[src/rtl/decode_steer.sv]
module decode_steer #(
  parameter int IDW = 8,
  parameter int CW  = 4,
  parameter int SW  = 4
) (
  input  logic              clk,
  input  logic              rst_n,
  input  logic [2:0]        in_vld,
  input  logic [3*CW-1:0]   in_cnt,
  input  logic [3*IDW-1:0]  in_id,
  input  logic [SW-1:0]     oq_space,
  output logic [1:0]        take,
  output logic [5:0]        out_vld,
  output logic [6*IDW-1:0]  out_id,
  output logic [6*CW-1:0]   out_idx
);
  localparam int LANES = 6;
  localparam int MAXC  = 4;

  logic           seq_on;
  logic [IDW-1:0] seq_id;
  logic [CW-1:0]  seq_nxt, seq_rem, seq_n;
  logic [CW-1:0]  c0, c1, c2;
  logic           long0, t1, t2, go;
  logic [CW:0]    need;

  assign c0 = in_cnt[0 +: CW];
  assign c1 = in_cnt[CW +: CW];
  assign c2 = in_cnt[2*CW +: CW];

  assign long0 = in_vld[0] && (c0 > CW'(MAXC));
  assign t1    = in_vld[0] && !long0 && in_vld[1] && (c1 == CW'(1));
  assign t2    = t1 && in_vld[2] && (c2 == CW'(1));
  assign seq_n = (seq_rem > CW'(MAXC)) ? CW'(MAXC) : seq_rem;

  assign need = seq_on    ? {1'b0, seq_n} :
                long0     ? (CW+1)'(MAXC) :
                in_vld[0] ? {1'b0, c0} + (CW+1)'(t1) + (CW+1)'(t2) :
                            '0;

  assign go   = (need != '0) && (32'(oq_space) >= 32'(need));
  assign take = (!seq_on && go) ? (long0 ? 2'd1 : 2'd1 + 2'(t1) + 2'(t2)) : 2'd0;

  always_comb begin
    out_vld = '0;
    out_id  = '0;
    out_idx = '0;
    for (int i = 0; i < LANES; i++) begin
      if (seq_on) begin
        if (i < int'(seq_n)) begin
          out_vld[i]             = go;
          out_id[i*IDW +: IDW]   = seq_id;
          out_idx[i*CW +: CW]    = seq_nxt + CW'(i);
        end
      end else if (long0) begin
        if (i < MAXC) begin
          out_vld[i]             = go;
          out_id[i*IDW +: IDW]   = in_id[0 +: IDW];
          out_idx[i*CW +: CW]    = CW'(i);
        end
      end else if (in_vld[0]) begin
        if (i < int'(c0)) begin
          out_vld[i]             = go;
          out_id[i*IDW +: IDW]   = in_id[0 +: IDW];
          out_idx[i*CW +: CW]    = CW'(i);
        end else if (t1 && i == int'(c0)) begin
          out_vld[i]             = go;
          out_id[i*IDW +: IDW]   = in_id[IDW +: IDW];
        end else if (t2 && i == int'(c0) + 1) begin
          out_vld[i]             = go;
          out_id[i*IDW +: IDW]   = in_id[2*IDW +: IDW];
        end
      end
    end
  end

  always_ff @(posedge clk or negedge rst_n) begin
    if (!rst_n) begin
      seq_on  <= 1'b0;
      seq_id  <= '0;
      seq_nxt <= '0;
      seq_rem <= '0;
    end else if (go) begin
      if (seq_on) begin
        seq_nxt <= seq_nxt + seq_n;
        seq_rem <= seq_rem - seq_n;
        if (seq_rem == seq_n) seq_on <= 1'b0;
      end else if (long0) begin
        seq_on  <= 1'b1;
        seq_id  <= in_id[0 +: IDW];
        seq_nxt <= CW'(MAXC);
        seq_rem <= c0 - CW'(MAXC);
      end
    end
  end
endmodule

[config.mk]
export PLATFORM = sky130hd
export DESIGN_NAME = decode_steer
export DESIGN_NICKNAME = d
export VERILOG_FILES = /design/src/rtl/decode_steer.sv
export SDC_FILE = /design/constraint.sdc
export NUM_CORES = 1
export LEC_CHECK = 0
export BUFFER_PORTS_ARGS = -buffer_cell sky130_fd_sc_hd__buf_2
export CORE_ASPECT_RATIO = 1.4
export CORE_UTILIZATION = 45
export CTS_CLUSTER_DIAMETER = 120
export DETAILED_ROUTE_END_ITERATION = 6
export GPL_TIMING_DRIVEN = 0
export HOLD_SLACK_MARGIN = 0.05
export PLACE_DENSITY = 0.79
export SYNTH_ARGS = -nofsm -noshare
export SYNTH_HDL_FRONTEND = slang
export SYNTH_SLANG_ARGS = --single-unit
[constraint.sdc]
create_clock -name clk -period 5.2 [get_ports clk]
set_clock_uncertainty 0.2 [all_clocks]
set_input_delay 0.78 -clock clk [delete_from_list [all_inputs] [get_ports clk]]
set_output_delay 0.78 -clock clk [all_outputs]
set_load 0.005 [all_outputs]
==> results of run 1 <==
-- final cells by class --
cell class	instances	area [µm²]	area share
Timing Repair Buffer	135	754.5	0.1874
Clock buffer	4	45.04	0.01119
Buffer	35	191.4	0.04755
Inverter	14	65.06	0.01616
Tap cell	72	90.09	0.02237
Sequential cell	17	425.4	0.1057
Multi-Input combinational cell	344	2455	0.6097
-- per-layer routing --
metal / GRT usage / wire length [µm]
met3: 0.04025 / 914
met1: 0.3935 / 4406
met4: 0.1600 / 500
met2: 0.6280 / 6228
met5: 0 / 0
-- cells by family after synthesis --
family          Yosys count  synth area share
simple gates            156            0.2802
compound gates          145            0.3508
other cells               2          0.002522
xor+xnor                  8           0.02353
mux                       9           0.03403
fa+ha+maj                19           0.08487
flops                    17            0.1429
buf+inv                  51           0.08110
-- placed cells by master, fill, tap and decap left out, drive strengths merged, types with 5 or more instances in the layout --
cell	netlist	final
buf	24	157
nand2	54	54
o21ai	32	32
a21oi	29	29
nor2	26	26
a22oi	24	24
nand3	22	22
dfrtp	17	17
clkbuf	13	17
ha	17	17
a32oi	14	14
inv	14	14
and2	10	10
a221o	9	9
mux2	9	9
conb	2	7
a32o	6	6
nand2b	6	6
nand4	5	5
xnor2	5	5
-- how the worst max path moves through the flow --
stage,startpoint,end
finish,in_cnt[3],out_vld[3]
global route,in_cnt[3],out_vld[3]
CTS,in_cnt[3],out_vld[3]
detailed placement,in_cnt[3],out_vld[3]
global placement,in_cnt[3],out_vld[3]
floorplan,in_cnt[3],out_vld[3]
-- through the flow --
stage | setup slack, ns | std cells | cell area, µm² | utilization
final | -0.3684 | 621 | 4026 | 0.6395
after global placement | -0.7734 | 601 | 3760 | 0.5972
after CTS | -0.4393 | 619 | 3991 | 0.6339
after global routing | -0.4996 | 621 | 4026 | 0.6395
after floorplan | -0.07435 | 412 | 3084 | -
after detailed placement | -0.8973 | 601 | 3760 | 0.5972
-- sequential cells by signal, indices dropped and copies added, names as in the netlist --
signal	count
seq_nxt	4
seq_rem	4
seq_id	8
seq_on	1
-- power by group --
group	internal (W)	switching, W
clock network	0.0000543	0.0000421
logic	0.000521	0.000642
registers	0.000196	0.0000924
-- worst register-to-register path, cell delays in order, from the launching register on --
cell	delay [ns]
dfrtp_1	0.39
and2b_1	0.30
clkbuf_1	0.42
clkbuf_1	0.42
a21oi_2	0.13
ha_2	0.33
o21a_1	0.13
nor2_2	0.05
buf_4	0.13
nor4_2	0.44
buf_2	0.37
mux2_2	0.38
-- repair_timing --
| action | in CTS | in global routing |
|---|---|---|
| gates resized for setup | 14 | 6 |
| pin swaps | 12 | 7 |
| setup endpoints to repair | 8 | 8 |
| setup buffers | 14 | 4 |
==> results_dict.tcl, run 1 <==
set metrics [dict create \
    die_y_um 98.25 \
    synth_top_area_frac 0.1429 \
    fmax_mhz 179.6 \
    hp-class "in2async" \
    cts_max_level 1 \
    ys_ff_latch 17 \
    path_cells "buf_12 -> inv_12 -> ha_4 -> or3b_4 -> a211oi_4 -> buf_6 -> nand3_4 -> fa_2 -> inv_2 -> ha_4 -> xnor2_2 -> o21ai_2 -> a21oi_2 -> ha_2 -> o21a_1 -> nor2_2 -> or4_4 -> or2_1 -> buf_6 -> a221oi_4 -> buf_2" \
    fin_crit_sh 1.071 \
    num_rows 34 \
    grt_overflow 0 \
    setup_violations 8 \
    synthFlopType "dfrtp_1" \
    area_delta_synth_final_pct 35.21 \
    cp.required_ns 4.22 \
    endpoint_kind "output pin" \
    synth_cell_types 69 \
    drt-vias-per-instance 6.393 \
    nNetsFinal 614 \
    p_per_area_mw_per_mm2 384.2 \
    slew_headroom 0.4640 \
    syn-cell-area_mm2 0.002978 \
    cts_root_buf "clkbuf_8" \
    track_usage 0.3442 \
    first_iter_violations 317 \
    ys_top_cells_by_area "dfrtp_1 14%, ha_1 7.1%, nand2_1 6.8%" \
    slowest_delay_ns 0.48 \
    leakagePower_nw 1.868 \
    critPathBufInv 6 \
    worst_pin_slew_ns 0.8003 \
    r2r-end "seq_id[3]$_DFFE_PN0P_" \
    synth_area_per_cell_um2 7.317 \
    first_pass_iters 7 \
    cts_tree "yes" \
    drc 27 \
    cpLargestDelayFamily "simple AND/OR/NAND/NOR gates" \
    r2r_cells 11 \
    crit_fanout 7 \
    rrSetupSlack_ns 1.39 \
    outcome "finished, violations left" \
    reg2reg_from "seq_on$_DFFE_PN0N_" \
    synth.largest_area_cell "dfrtp_1" \
    synth.most_common_cell "nand2_1" \
    grt_pass1_wl_mm 19.18 \
    cp_slowest_cell "or4_4" \
    holdBufCountCts 0 \
    fin_setup_tns_ns -2.276 \
    fp.coreArea_mm2 0.006296 \
    max-cap-violations 0 \
    die_x_um 70.75 \
    cts_max_path_buffers 2 \
    io_buffers 117 \
    place_congestion 0.9856 \
    yosys_warnings 0 \
    cp.arrival_ns 4.59 \
    start_util 0.4730 \
    cts_buffers 3 \
    start_kind "input pin" \
    wl_per_cell_um 19.40 \
    clk_latency_ns 0.25 \
    postLayoutSetupSlackWorst_ns -0.3684 \
    synth-edff-count 0 \
    async_reset_ff_frac 1.000 \
    critPathKind "in2out" \
    vdd_ir_drop_max_mv 0.3547 \
    post-route-min-period_ns 5.568 \
    clkSlewWorstSetupHoldPaths_ns 0.07 \
    dp_hpwl_mm 9.356 \
    rsz0062_at_grt "yes" \
    syn_inst 407 \
    n_fill_cell 592 \
    antenna_found_initial 0 \
    p_total_w 0.001547 \
    antenna_cells 0 \
    drive_above_1_share 0.3625 \
    hold_violations 0 \
    violations "design-rule violations, negative setup slack" \
    wl_mm 12.05 \
    hold_ws_ns 0.2490 \
    cts.sinks 17 \
    grt_max_degree 18 \
    crit_cells 21 \
    yosys-top-cells-count "54 x nand2_1, 28 x a21oi_1, 26 x nor2_1" \
    ys_seq_area_frac 0.1429 \
    grt_pass1_vias 3882 \
    dieArea_mm2 0.006951 \
    ant_nets 0 \
    drv_slew 0 \
    io_pins 125 \
    via_count 3970 \
]
No activity file was read; power rests on OpenSTA's default activity.
==> run 2: changes to the inputs <==
- CORE_UTILIZATION: 45 -> 40
- PLACE_DENSITY: 0.79 -> 0.71
==> results_dict.tcl, run 2 (synthesized netlist as in run 1, its figures left out) <==
set metrics [dict create \
    drc 0 \
    max-cap-violations 0 \
    io_buffers 117 \
    first_pass_iters 5 \
    final_cell_area_mm2 0.004003 \
    wl_mm 11.99 \
    outcome "finished, violations left" \
    final_cells 641 \
    place_congestion 0.9842 \
    cts_max_path_buffers 2 \
    fin_util 0.5660 \
    drive_above_1_share 0.3553 \
    fin_setup_tns_ns -1.960 \
    slew_headroom 0.4476 \
    cts_buffers 3 \
    start_kind "input pin" \
    r2r-end "seq_id[7]$_DFFE_PN0P_" \
    p_per_area_mw_per_mm2 376.1 \
    drv_slew 0 \
    vdd_ir_drop_max_mv 0.2376 \
    worst_pin_slew_ns 0.8231 \
    cp.required_ns 4.22 \
    die_x_um 74.92 \
    antenna_cells 0 \
    dieArea_mm2 0.007798 \
    antenna_found_initial 0 \
    largest_reg_flops 8 \
    hp-class "in2async" \
    violations "negative setup slack" \
    grt_overflow 0 \
    num_rows 36 \
    final_cell_mix "121 x buf_2, 54 x nand2_1, 27 x a21oi_1, 24 x nor2_1, 24 x a22oi_1" \
    setup_violations 8 \
    regMostFlops "seq_id" \
    io_pins 125 \
    p_total_w 0.001505 \
    area_delta_synth_final_pct 34.41 \
    holdBufCountCts 0 \
    r2r_cells 11 \
    ant_nets 0 \
    crit_fanout 8 \
    start_util 0.4211 \
    first_iter_violations 266 \
    cts.sinks 17 \
    grt_max_degree 18 \
    ff_latch_area_um2 425.4 \
    die_y_um 104.1 \
    nNetsFinal 611 \
    fp.coreArea_mm2 0.007072 \
    wl_per_cell_um 18.70 \
    cts_root_buf "clkbuf_8" \
    reg.largest.list "seq_id (8), seq_nxt (4), seq_rem (4)" \
    n_fill_cell 727 \
    cts_tree "yes" \
    post-route-min-period_ns 5.494 \
    place_inst 624 \
    drt-vias-per-instance 6.276 \
    via_count 4023 \
    clk_latency_ns 0.25 \
    endpoint_kind "output pin" \
    multi_input_area_mm2 0.002435 \
    rrSetupSlack_ns 1.45 \
    track_usage 0.3035 \
    fmax_mhz 182.0 \
    cts_max_level 1 \
    grt_pass1_vias 3767 \
    fin_crit_sh 1.057 \
    clkSlewWorstSetupHoldPaths_ns 0.07 \
    reg2reg_from "seq_on$_DFFE_PN0N_" \
    rsz0062_at_grt "yes" \
    postLayoutSetupSlackWorst_ns -0.2939 \
    critPathKind "in2out" \
    cp.arrival_ns 4.51 \
    leakagePower_nw 1.847 \
    mostFrequentLayoutCell "buf_2" \
    dp_hpwl_mm 9.252 \
    grt_pass1_wl_mm 18.48 \
    hold_violations 0 \
    dpl-instance-area_mm2 0.003789 \
]
==> run 2: final cells by class <==
type / instances / area share
Buffer: 35 / 0.04783
Clock buffer: 4 / 0.01125
Inverter: 14 / 0.01688
Multi-Input combinational cell: 344 / 0.6083
Sequential cell: 17 / 0.1063
Tap cell: 95 / 0.02970
Timing Repair Buffer: 132 / 0.1797
==> run 2: how the worst max path moves through the flow <==
stage | start | end | slack [ns]
detailed placement | in_cnt[3] | out_vld[3] | -0.84
global route | in_cnt[3] | out_vld[3] | -0.41
floorplan | in_cnt[3] | out_vld[3] | -0.07
finish | in_cnt[3] | out_vld[3] | -0.29
CTS | in_cnt[3] | out_vld[3] | -0.33
global placement | in_cnt[3] | out_vld[3] | -0.78
==> run 2: routing by layer <==
layer	GRT usage	vias up	routed length, µm
met4	0.1577	0	712
met3	0.05136	66	973
li1	-	1799	-
met2	0.5296	277	6015
met5	0	-	0
met1	0.3381	1881	4286
==> run 2: repair_timing <==
| item | CTS | global route |
|---|---|---|
| setup endpoints to repair | 8 | 8 |
| buffers inserted | 12 | 3 |
| gates resized for setup | 12 | 5 |
| pin swaps | 11 | 11 |
==> run 2: critical path, stage by stage <==
cell	delay (ns)
buf_12	0.11
inv_12	0.04
ha_4	0.12
or3b_4	0.39
a211oi_4	0.26
buf_6	0.15
nand3_4	0.07
fa_2	0.37
inv_2	0.07
ha_4	0.14
xnor2_2	0.11
o21ai_2	0.09
a21oi_2	0.22
ha_4	0.17
o21a_1	0.14
nor2_2	0.04
or4_4	0.48
or2_1	0.25
buf_6	0.15
a221oi_2	0.21
buf_2	0.16
==> run 2: per-stage QoR <==
step | hold WS, ns | worst slack (ns)
2_1_floorplan | 0.2844 | -0.07435
3_3_place_gp | 0.3545 | -0.7764
3_5_place_dp | 0.3546 | -0.8387
4_1_cts | 0.2581 | -0.3301
5_1_grt | 0.2724 | -0.4063
6_report | 0.2435 | -0.2939
==> run 2: power breakdown <==
part / internal, W / total (W) / switching (W)
Sequential: 0.000196 / 0.000284 / 0.0000881
Combinational: 0.000499 / 0.00112 / 0.000623
Clock: 0.0000544 / 0.0000987 / 0.0000443
Total: 0.000749 / 0.00151 / 0.000756
